`config.mk`:
```
export PLATFORM = sky130hd
export DESIGN_NAME = eint_unit
export DESIGN_NICKNAME = d
export VERILOG_FILES = /design/src/rtl/eint_pkg.sv /design/src/rtl/eint_pin_cond.sv /design/src/rtl/eint_trig_dec.sv /design/src/rtl/eint_regs.sv /design/src/rtl/eint_unit.sv
export SDC_FILE = /design/constraint.sdc
export NUM_CORES = 1
export LEC_CHECK = 0
export ABC_CLOCK_PERIOD_IN_PS = 2950
export BUFFER_PORTS_ARGS = -buffer_cell sky130_fd_sc_hd__buf_2
export CAP_MARGIN = 25
export CORE_UTILIZATION = 63
export CTS_BUF_LIST = sky130_fd_sc_hd__clkbuf_8
export CTS_CLUSTER_DIAMETER = 150
export CTS_CLUSTER_SIZE = 14
export DETAILED_ROUTE_END_ITERATION = 7
export PLACE_DENSITY = 0.88
export SETUP_SLACK_MARGIN = 0.4
export SLEW_MARGIN = 20
export SYNTH_ARGS = -nofsm -noshare
export SYNTH_HDL_FRONTEND = slang
export SYNTH_SLANG_ARGS = --single-unit
```
`constraint.sdc`:
```
create_clock -name clk_i -period 2.95 [get_ports clk_i]
set_input_delay 0.1475 -clock clk_i [delete_from_list [all_inputs] [get_ports clk_i]]
set_output_delay 0.1475 -clock clk_i [all_outputs]
set_load 0.02 [all_outputs]
```
`src/rtl/eint_pkg.sv`:
```
package eint_pkg;
    localparam int TRIG_W     = 3;
    localparam int FIELD_W    = 4;
    localparam int REG_ADDR_W = 2;

    typedef enum logic [REG_ADDR_W-1:0] {
        REG_TRIG = 2'd0,
        REG_MASK = 2'd1,
        REG_PEND = 2'd2,
        REG_FILT = 2'd3
    } reg_sel_e;

    localparam logic [TRIG_W-1:0] TRIG_LOW  = 3'd0;
    localparam logic [TRIG_W-1:0] TRIG_HIGH = 3'd1;
    localparam logic [TRIG_W-1:0] TRIG_FALL = 3'd2;
    localparam logic [TRIG_W-1:0] TRIG_RISE = 3'd3;
endpackage

```
`src/rtl/eint_pin_cond.sv`:
```
module eint_pin_cond #(
    parameter int SYNC_STAGES = 2,
    parameter int FILT_LEN    = 4
) (
    input  logic clk_i,
    input  logic rst_ni,
    input  logic pin_i,
    input  logic filt_en_i,
    output logic lvl_o,
    output logic prev_o
);
    localparam int CNT_W = $clog2(FILT_LEN + 1);

    typedef struct packed {
        logic [SYNC_STAGES-1:0] sync;
        logic [CNT_W-1:0]       cnt;
        logic                   lvl;
        logic                   prev;
    } cond_t;

    cond_t st_d, st_q;
    logic  sync_out;

    assign sync_out = st_q.sync[SYNC_STAGES-1];

    always_comb begin
        st_d      = st_q;
        st_d.sync = {st_q.sync[SYNC_STAGES-2:0], pin_i};
        st_d.prev = st_q.lvl;
        if (!filt_en_i) begin
            st_d.lvl = sync_out;
            st_d.cnt = '0;
        end else if (sync_out == st_q.lvl) begin
            st_d.cnt = '0;
        end else if (st_q.cnt == CNT_W'(FILT_LEN - 1)) begin
            st_d.lvl = sync_out;
            st_d.cnt = '0;
        end else begin
            st_d.cnt = st_q.cnt + 1'b1;
        end
    end

    always_ff @(posedge clk_i or negedge rst_ni) begin
        if (!rst_ni) st_q <= '0;
        else         st_q <= st_d;
    end

    assign lvl_o  = st_q.lvl;
    assign prev_o = st_q.prev;

    AST_FILT_HOLD: assert property (@(posedge clk_i) disable iff (!rst_ni)
        (filt_en_i && sync_out == st_q.lvl) |=> (st_q.lvl == $past(st_q.lvl)));

    AST_BYPASS_FOLLOW: assert property (@(posedge clk_i) disable iff (!rst_ni)
        !filt_en_i |=> (st_q.lvl == $past(sync_out)));
endmodule

```
`src/rtl/eint_trig_dec.sv`:
```
module eint_trig_dec
    import eint_pkg::*;
(
    input  logic [TRIG_W-1:0] code_i,
    input  logic              lvl_i,
    input  logic              prev_i,
    output logic              evt_o
);
    always_comb begin
        case (code_i)
            TRIG_LOW:  evt_o = !lvl_i;
            TRIG_HIGH: evt_o = lvl_i;
            TRIG_FALL: evt_o = prev_i && !lvl_i;
            TRIG_RISE: evt_o = !prev_i && lvl_i;
            default:   evt_o = prev_i ^ lvl_i;
        endcase
    end
endmodule

```
`src/rtl/eint_regs.sv`:
```
module eint_regs
    import eint_pkg::*;
#(
    parameter int NUM_PINS = 8,
    parameter int DATA_W   = 32
) (
    input  logic                         clk_i,
    input  logic                         rst_ni,
    input  logic                         we_i,
    input  logic [REG_ADDR_W-1:0]        addr_i,
    input  logic [DATA_W-1:0]            wdata_i,
    input  logic [NUM_PINS-1:0]          evt_i,
    output logic [DATA_W-1:0]            rdata_o,
    output logic [NUM_PINS*TRIG_W-1:0]   trig_o,
    output logic [NUM_PINS-1:0]          mask_o,
    output logic [NUM_PINS-1:0]          pend_o,
    output logic [NUM_PINS-1:0]          filt_o
);
    typedef struct packed {
        logic [NUM_PINS-1:0][TRIG_W-1:0] trig;
        logic [NUM_PINS-1:0]             mask;
        logic [NUM_PINS-1:0]             pend;
        logic [NUM_PINS-1:0]             filt;
    } regs_t;

    regs_t               rg_d, rg_q;
    logic [NUM_PINS-1:0] clr;
    logic                wr_pend;

    assign wr_pend = we_i && (addr_i == REG_PEND);
    assign clr     = wr_pend ? wdata_i[NUM_PINS-1:0] : '0;

    always_comb begin
        rg_d = rg_q;
        if (we_i) begin
            case (addr_i)
                REG_TRIG: for (int n = 0; n < NUM_PINS; n++)
                              rg_d.trig[n] = wdata_i[n*FIELD_W +: TRIG_W];
                REG_MASK: rg_d.mask = wdata_i[NUM_PINS-1:0];
                REG_FILT: rg_d.filt = wdata_i[NUM_PINS-1:0];
                default:  ;
            endcase
        end
        rg_d.pend = (rg_q.pend & ~clr) | evt_i;
    end

    always_ff @(posedge clk_i or negedge rst_ni) begin
        if (!rst_ni) begin
            for (int n = 0; n < NUM_PINS; n++) rg_q.trig[n] <= TRIG_FALL;
            rg_q.mask <= '1;
            rg_q.pend <= '0;
            rg_q.filt <= '1;
        end else begin
            rg_q <= rg_d;
        end
    end

    always_comb begin
        rdata_o = '0;
        case (addr_i)
            REG_TRIG: for (int n = 0; n < NUM_PINS; n++)
                          rdata_o[n*FIELD_W +: TRIG_W] = rg_q.trig[n];
            REG_MASK: rdata_o[NUM_PINS-1:0] = rg_q.mask;
            REG_PEND: rdata_o[NUM_PINS-1:0] = rg_q.pend;
            default:  rdata_o[NUM_PINS-1:0] = rg_q.filt;
        endcase
    end

    assign trig_o = rg_q.trig;
    assign mask_o = rg_q.mask;
    assign pend_o = rg_q.pend;
    assign filt_o = rg_q.filt;

    AST_PEND_KEEP: assert property (@(posedge clk_i) disable iff (!rst_ni)
        !wr_pend |=> ((rg_q.pend & $past(rg_q.pend)) == $past(rg_q.pend)));

    AST_SET_WINS: assert property (@(posedge clk_i) disable iff (!rst_ni)
        (|(clr & evt_i)) |=> ((rg_q.pend & $past(clr & evt_i)) == $past(clr & evt_i)));

    AST_SET_BY_EVENT: assert property (@(posedge clk_i) disable iff (!rst_ni)
        1'b1 |=> ((rg_q.pend & ~$past(rg_q.pend) & ~$past(evt_i)) == '0));
endmodule

```
`src/rtl/eint_unit.sv`:
```
module eint_unit
    import eint_pkg::*;
#(
    parameter int NUM_PINS    = 8,
    parameter int DATA_W      = 32,
    parameter int SYNC_STAGES = 2,
    parameter int FILT_LEN    = 4
) (
    input  logic                  clk_i,
    input  logic                  rst_ni,
    input  logic [NUM_PINS-1:0]   pins_i,
    input  logic [REG_ADDR_W-1:0] bus_addr_i,
    input  logic [DATA_W-1:0]     bus_wdata_i,
    input  logic                  bus_we_i,
    output logic [DATA_W-1:0]     bus_rdata_o,
    output logic                  irq_o
);
    logic [NUM_PINS*TRIG_W-1:0] trig;
    logic [NUM_PINS-1:0]        mask, pend, filt, evt, lvl, prev;

    for (genvar n = 0; n < NUM_PINS; n++) begin : g_pin
        eint_pin_cond #(
            .SYNC_STAGES (SYNC_STAGES),
            .FILT_LEN    (FILT_LEN)
        ) cond_i (
            .clk_i     (clk_i),
            .rst_ni    (rst_ni),
            .pin_i     (pins_i[n]),
            .filt_en_i (filt[n]),
            .lvl_o     (lvl[n]),
            .prev_o    (prev[n])
        );

        eint_trig_dec dec_i (
            .code_i (trig[n*TRIG_W +: TRIG_W]),
            .lvl_i  (lvl[n]),
            .prev_i (prev[n]),
            .evt_o  (evt[n])
        );
    end

    eint_regs #(
        .NUM_PINS (NUM_PINS),
        .DATA_W   (DATA_W)
    ) regs_i (
        .clk_i   (clk_i),
        .rst_ni  (rst_ni),
        .we_i    (bus_we_i),
        .addr_i  (bus_addr_i),
        .wdata_i (bus_wdata_i),
        .evt_i   (evt),
        .rdata_o (bus_rdata_o),
        .trig_o  (trig),
        .mask_o  (mask),
        .pend_o  (pend),
        .filt_o  (filt)
    );

    assign irq_o = |(pend & ~mask);

    AST_IRQ_BLOCKED: assert property (@(posedge clk_i) disable iff (!rst_ni)
        (&mask) |-> !irq_o);

    AST_IRQ_IDLE: assert property (@(posedge clk_i) disable iff (!rst_ni)
        (pend == '0) |-> !irq_o);
endmodule

```
# Word level (Yosys, flattened, before mapping)

Cells that the tools add are included.

$lt $le $gt $ge: 0
Multipliers: 0
Shifts and indexed selects: 0
Mux-type cells: 59
Add/sub/neg operators: 8
Reductions and logical operators: 54
Bitwise logic cells: 13
Equal/unequal tests: 59
Divide/modulo/power cells: 0

Operators by type and width:

| operator                                                        | number |
|---|---|
| 3-bit by 2-bit == test with 1-bit output, second input constant | 24 |
| 3-bit 2-to-1 mux                                                | 22 |
| 4-bit 2-to-1 mux                                                | 8 |
| 2-bit inequality test, second input constant                    | 16 |
| 1-bit one-hot mux with 4 select lines                           | 8 |
| 3-bit by 1-bit adder with 3-bit output, second input constant   | 8 |
| 3-bit by 1-bit == test with 1-bit output, second input constant | 8 |
| 3-bit logical NOT                                               | 8 |
| 2-bit AND reduction                                             | 11 |
| 3-bit one-hot mux with 3 select lines                           | 2 |
| 1-bit logical AND                                               | 17 |
| 8-bit bitwise AND                                               | 2 |
| 1-bit logical NOT                                               | 16 |
| 1-bit 2-to-1 mux                                                | 16 |
| 8-bit inverter                                                  | 2 |
| 1-bit == test                                                   | 8 |
| 8-bit 2-to-1 mux                                                | 1 |
| 8-bit OR                                                        | 1 |
| 8-bit OR reduction                                              | 1 |
| 1-bit XOR                                                       | 8 |
| 1-bit one-hot mux with 3 select lines                           | 2 |
| 2-bit == test, second input constant                            | 2 |
| 2-bit by 1-bit == test with 1-bit output, second input constant | 1 |
| 2-bit logical NOT                                               | 1 |

Register bits: 104
Logic and storage cells: 236
Memory bits (writable): 0
Bits in read-only memories: 0
Memories: 0
Bits of input ports: 45
Output and inout port bits: 33
Latch bits: 0

# Longest topological paths before layout

Depth in word-level cells: 6
Depth in mapped cells: 6
Gate-level depth less buffers: 5

# Hierarchy

A second synthesis with hierarchy kept.

Cell total of the unflattened synthesis: 388
Area total of the unflattened synthesis: 4994.8 µm²

By module, submodules not included:

| module        | instances | cells each | area each (µm²) | seq. area each (µm²) |
|---|---|---|---|---|
| eint_regs     | 1         | 159        | 2259.7          | 1231.2 |
| eint_pin_cond | 8         | 17         | 256.5           | 175.2 |
| eint_trig_dec | 8         | 10         | 77.6            | 0.0 |
| eint_unit     | 1         | 13         | 62.6            | 0.0 |

# Worst setup path before layout

Ideal clock, no wire load.

Kind: register to output
Start: register regs_i.mask_o[7] (netlist name)
End: output irq_o
Arrival: 1.210 ns
Cell stages (with the launch flop): 3
Buffers on the path: 0
Setup slack: 1.593 ns
Cells stage by stage: dfstp_2 o22ai_1 or4_1

Cells in the longest elaborated chain, start to end: 3

Ends and longest elaborated chain:

| item               | line            | text |
|---|---|---|
| 8-bit inverter     | eint_unit.sv:59 | `assign irq_o = \|(pend & ~mask);` |
| 8-bit bitwise AND  | eint_unit.sv:59 |  |
| 8-bit OR reduction | eint_unit.sv:59 |  |
| to (decl)          | eint_unit.sv:16 | `output logic irq_o` |

Every way passes these cells.

# Worst setup path in the final report

Start: register regs_i.mask_o[7] (netlist name)
End: output irq_o

Cells in the longest elaborated chain, start to end: 3

Ends and longest elaborated chain:

| item               | line |
|---|---|
| 8-bit inverter     | eint_unit.sv:59 |
| 8-bit bitwise AND  | eint_unit.sv:59 |
| 8-bit OR reduction | eint_unit.sv:59 |

Every way passes these cells.

==> metrics.md <==
| Metric | Value |
|---|---|
| Total Wirelength | 9537 microns |
| Vias in the first global route | 3224 |
| CP Launch Type | register |
| Hold Crit Depth | 2 |
| CP max stage cell | or4_1 |
| Hpwl dp | 6306 microns |
| Primary FF master, synth | dfrtp_1 |
| Largest net degree at the start of global routing | 69 |
| MaxCap Viol Count | 0 |
| Area added between synthesis and finish | 16.59% |
| Synth Area per Inst | 12.27 sq um |
| Longest Clk Path Bufs | 2 |
| Die ar. | 8051 sq um |
| Max Slew Vio Count | 0 |
| Clock skew | 0.01263 ns |
| Seq/Total Area, Yosys | 54.30% |
| Setup-failing EPs final | 0 |
| Design Power | 3.601 mW |
| CP endpoint kind | output port |
| Core Rows | 31 |
| WP data required | 2.80 ns |
| Initial Utilization | 66.14% |
| Post-CTS setup repair buffer count | 0 |
| RSZ-0062 raised after global routing | no |
| Synth Instances | 395 |
| PwrDens | 637.0 nW/um^2 |
| Fin crit period | 1.889 ns |
| Async SR Flop Fraction | 100.0% |
| WL/cell | 16.30 microns |
| CTS tree | built |
| Final worst-path cycle share | 64.02% |
| HP Class | in2reg |
| Routability-driven placement congestion ratio | 0.7982 |
| First-pass GRT wire length | 15740 microns |
| Post-place instance area | 5220 sq um |
| Arr. time, crit path | 1.74 ns |
| Worst slew pin tran | 0.8439 ns |
| Core ar. | 7331 sq um |
| DRT Pass-1 Iters | 5 |
| FF-to-FF path depth | 5 |
| Synth cell types | 38 |
| Post-route ant nets | 0 |
| Initial antenna violation count | 0 |
| GRT Util Overall | 24.90% |
| Crit Path Max Fanout | 3 |
| Clk slew on worst S/H paths | 0.09 ns |
| CTS resizes | 0 |
| Die width | 89.73 microns |
| Pleak | 2.822 nW |
| Hold Violations, Final | 0 |
| Root Buffer | clkbuf_8 |
| Yosys Warn Count | 0 |
| Setup TNS | 0 ns |
| Critical setup path kind | reg2out |
| I/O pin total | 78 |
| Congestion Overflow GR | 0 |
| H-tree depth | 3 |
| Vias per Instance | 5.446 |
| Highest cell delay on the worst timing path | 0.56 ns |
| Fraction of final layout cells sized beyond drive strength 1 | 30.45% |
| CTS buffer count | 9 |
| FILL cells | 462 |
| DRC viols | 0 |
| Crit path cell chain | o22ai_1, or4_1, buf_2 |
| Max Freq | 529.5 MHz |
| Number of synthesized flops with an enable pin | 0 |
| I/O Buffers | 65 |
| Fin area | 5653 sq um |
| Drt initial violations | 180 |
| Mapped cell area | 4848 sq um |
| Total vias in the final route | 3186 |
| Clk_lat worst skew | 0.36 ns |
| Inserted Diodes | 0 |
| Hold Buf Count CTS | 10 |
| Status | completed |
| Die Height | 89.73 microns |
| Total Nets Final | 550 |
| Hold Worst Slack | 0.02002 ns |
| Sink Count | 104 |
| Peak supply drop | 0.0004619 V |
| Synth Register Bits | 104 |
| Slew margin rel. | 43.74% |
-- where the power goes --
part	switching, mW	internal [mW]	total, mW
Combinational	0.346	0.369	0.715
Sequential	0.196	1.66	1.85
Clock	0.463	0.569	1.03
-- worst paths after layout --
path                                                    from                                end  slack (ns)
max                             regs_i.mask_o[7]$_DFFE_PN1P_                              irq_o        1.06
min in group asynchronous                             rst_ni       regs_i.trig_o[8]$_DFFE_PN0P_        0.43
min                                          bus_wdata_i[18]      regs_i.trig_o[14]$_DFFE_PN0P_        0.02
min reg2reg                g_pin[5].cond_i.st_d[6]$_DFF_PN0_  g_pin[5].cond_i.st_q[6]$_DFF_PN0_        0.35
max in group asynchronous                             rst_ni      regs_i.trig_o[22]$_DFFE_PN1P_        1.77
max reg2reg                g_pin[3].cond_i.lvl_o$_DFFE_PN0P_         regs_i.pend_o[3]$_DFF_PN0_        1.52
-- registers in the layout, indices dropped and copies added, names as in the netlist --
signal and cells:
g_pin.cond_i.lvl_o 8, g_pin.cond_i.prev_o 8, g_pin.cond_i.st_q 32, regs_i.trig_o 24, regs_i.pend_o 8, g_pin.cond_i.st_d 8
regs_i.filt_o 8, regs_i.mask_o 8
-- cells in the final DEF, fill, tap and decap left out, types with 12 or more instances in the layout --
master         count
o21ai_0           29
mux2_2            15
clkbuf_8          13
nor2_1            12
and2_1            18
nand2b_1          13
nand2_1           28
dfrtp_1           80
inv_1             41
mux2_4            20
dfstp_2           24
dlygate4sd3_1     19
buf_2             64
ha_1              24
-- layout make-up --
cell class | instances | area [sq um] | share of cell area (%)
flip-flops and latches | 104 | 2633 | 46.57
well taps | 99 | 123.9 | 2.191
repair buffers | 85 | 538.0 | 9.517
multi-input cells | 241 | 1966 | 34.77
clock inverters | 3 | 63.81 | 1.129
inverters | 40 | 150.1 | 2.656
clock buffers | 13 | 178.9 | 3.165
-- cell usage after synthesis (3+ instances only) --
master    count  area share (%)
o31ai_1       3            0.46
ha_1         24             6.2
inv_1        40             3.1
nand2_1      28             2.2
o22ai_1       4            0.52
mux4_2        6             2.8
mux2_4       20             6.2
and4b_1       5             1.0
nor3b_1       3            0.46
mux2_2       15             3.5
and3_1        3            0.39
xnor2_1       6             1.1
nand3_1       6            0.62
nor3_1        3            0.31
nand2b_1     13             1.7
and2_1       18             2.3
mux2i_1       6             1.2
nor2b_1       4            0.52
dfstp_2      24              13
xor2_1        8             1.4
dfrtp_1      80              41
o211ai_1      6            0.93
nor2_1       12            0.93
buf_4         6            0.93
o21ai_0      29             3.0
clkbuf_1      3            0.23
-- cell families (layout without fill, tap and decap cells) --
group / after synthesis / count (layout) / share of synthesized area [%]
muxes: 47 / 47 / 13.70
other: 1 / 6 / 0.07735
adders and majority gates: 24 / 24 / 6.194
AOI/OAI and AO/OA: 50 / 50 / 6.348
buffers and inverters: 55 / 141 / 5.548
DFF: 104 / 104 / 54.30
and+or+nand+nor: 100 / 100 / 11.30
xor gates and xnor gates: 14 / 14 / 2.529
-- metrics by stage --
stage	cells	utilization, %	setup slack, ns
5_1_grt	585	77.11	1.032
2_1_floorplan	400	-	1.593
6_report	585	77.11	1.061
3_3_place_gp	550	71.21	1.130
4_1_cts	576	75.88	1.069
3_5_place_dp	550	71.21	1.061
-- per-layer routing --
| layer | track usage [%] | vias up | share of wire (%) |
|---|---|---|---|
| met5 | 0 | - | 0 |
| met4 | 5.738 | 0 | 1.1 |
| met3 | 5.499 | 12 | 4.4 |
| met2 | 42.82 | 85 | 52 |
| met1 | 32.42 | 1593 | 42 |
| li1 | - | 1496 | - |
-- critical path: cells and delay by family, from the launching register on --
kind                   cells  cell delay, ns
DFF                        1            0.55
buffers and inverters      1            0.19
and+or+nand+nor            1            0.56
AOI/OAI and AO/OA          1            0.08
(Power assumes the default switching activity.)
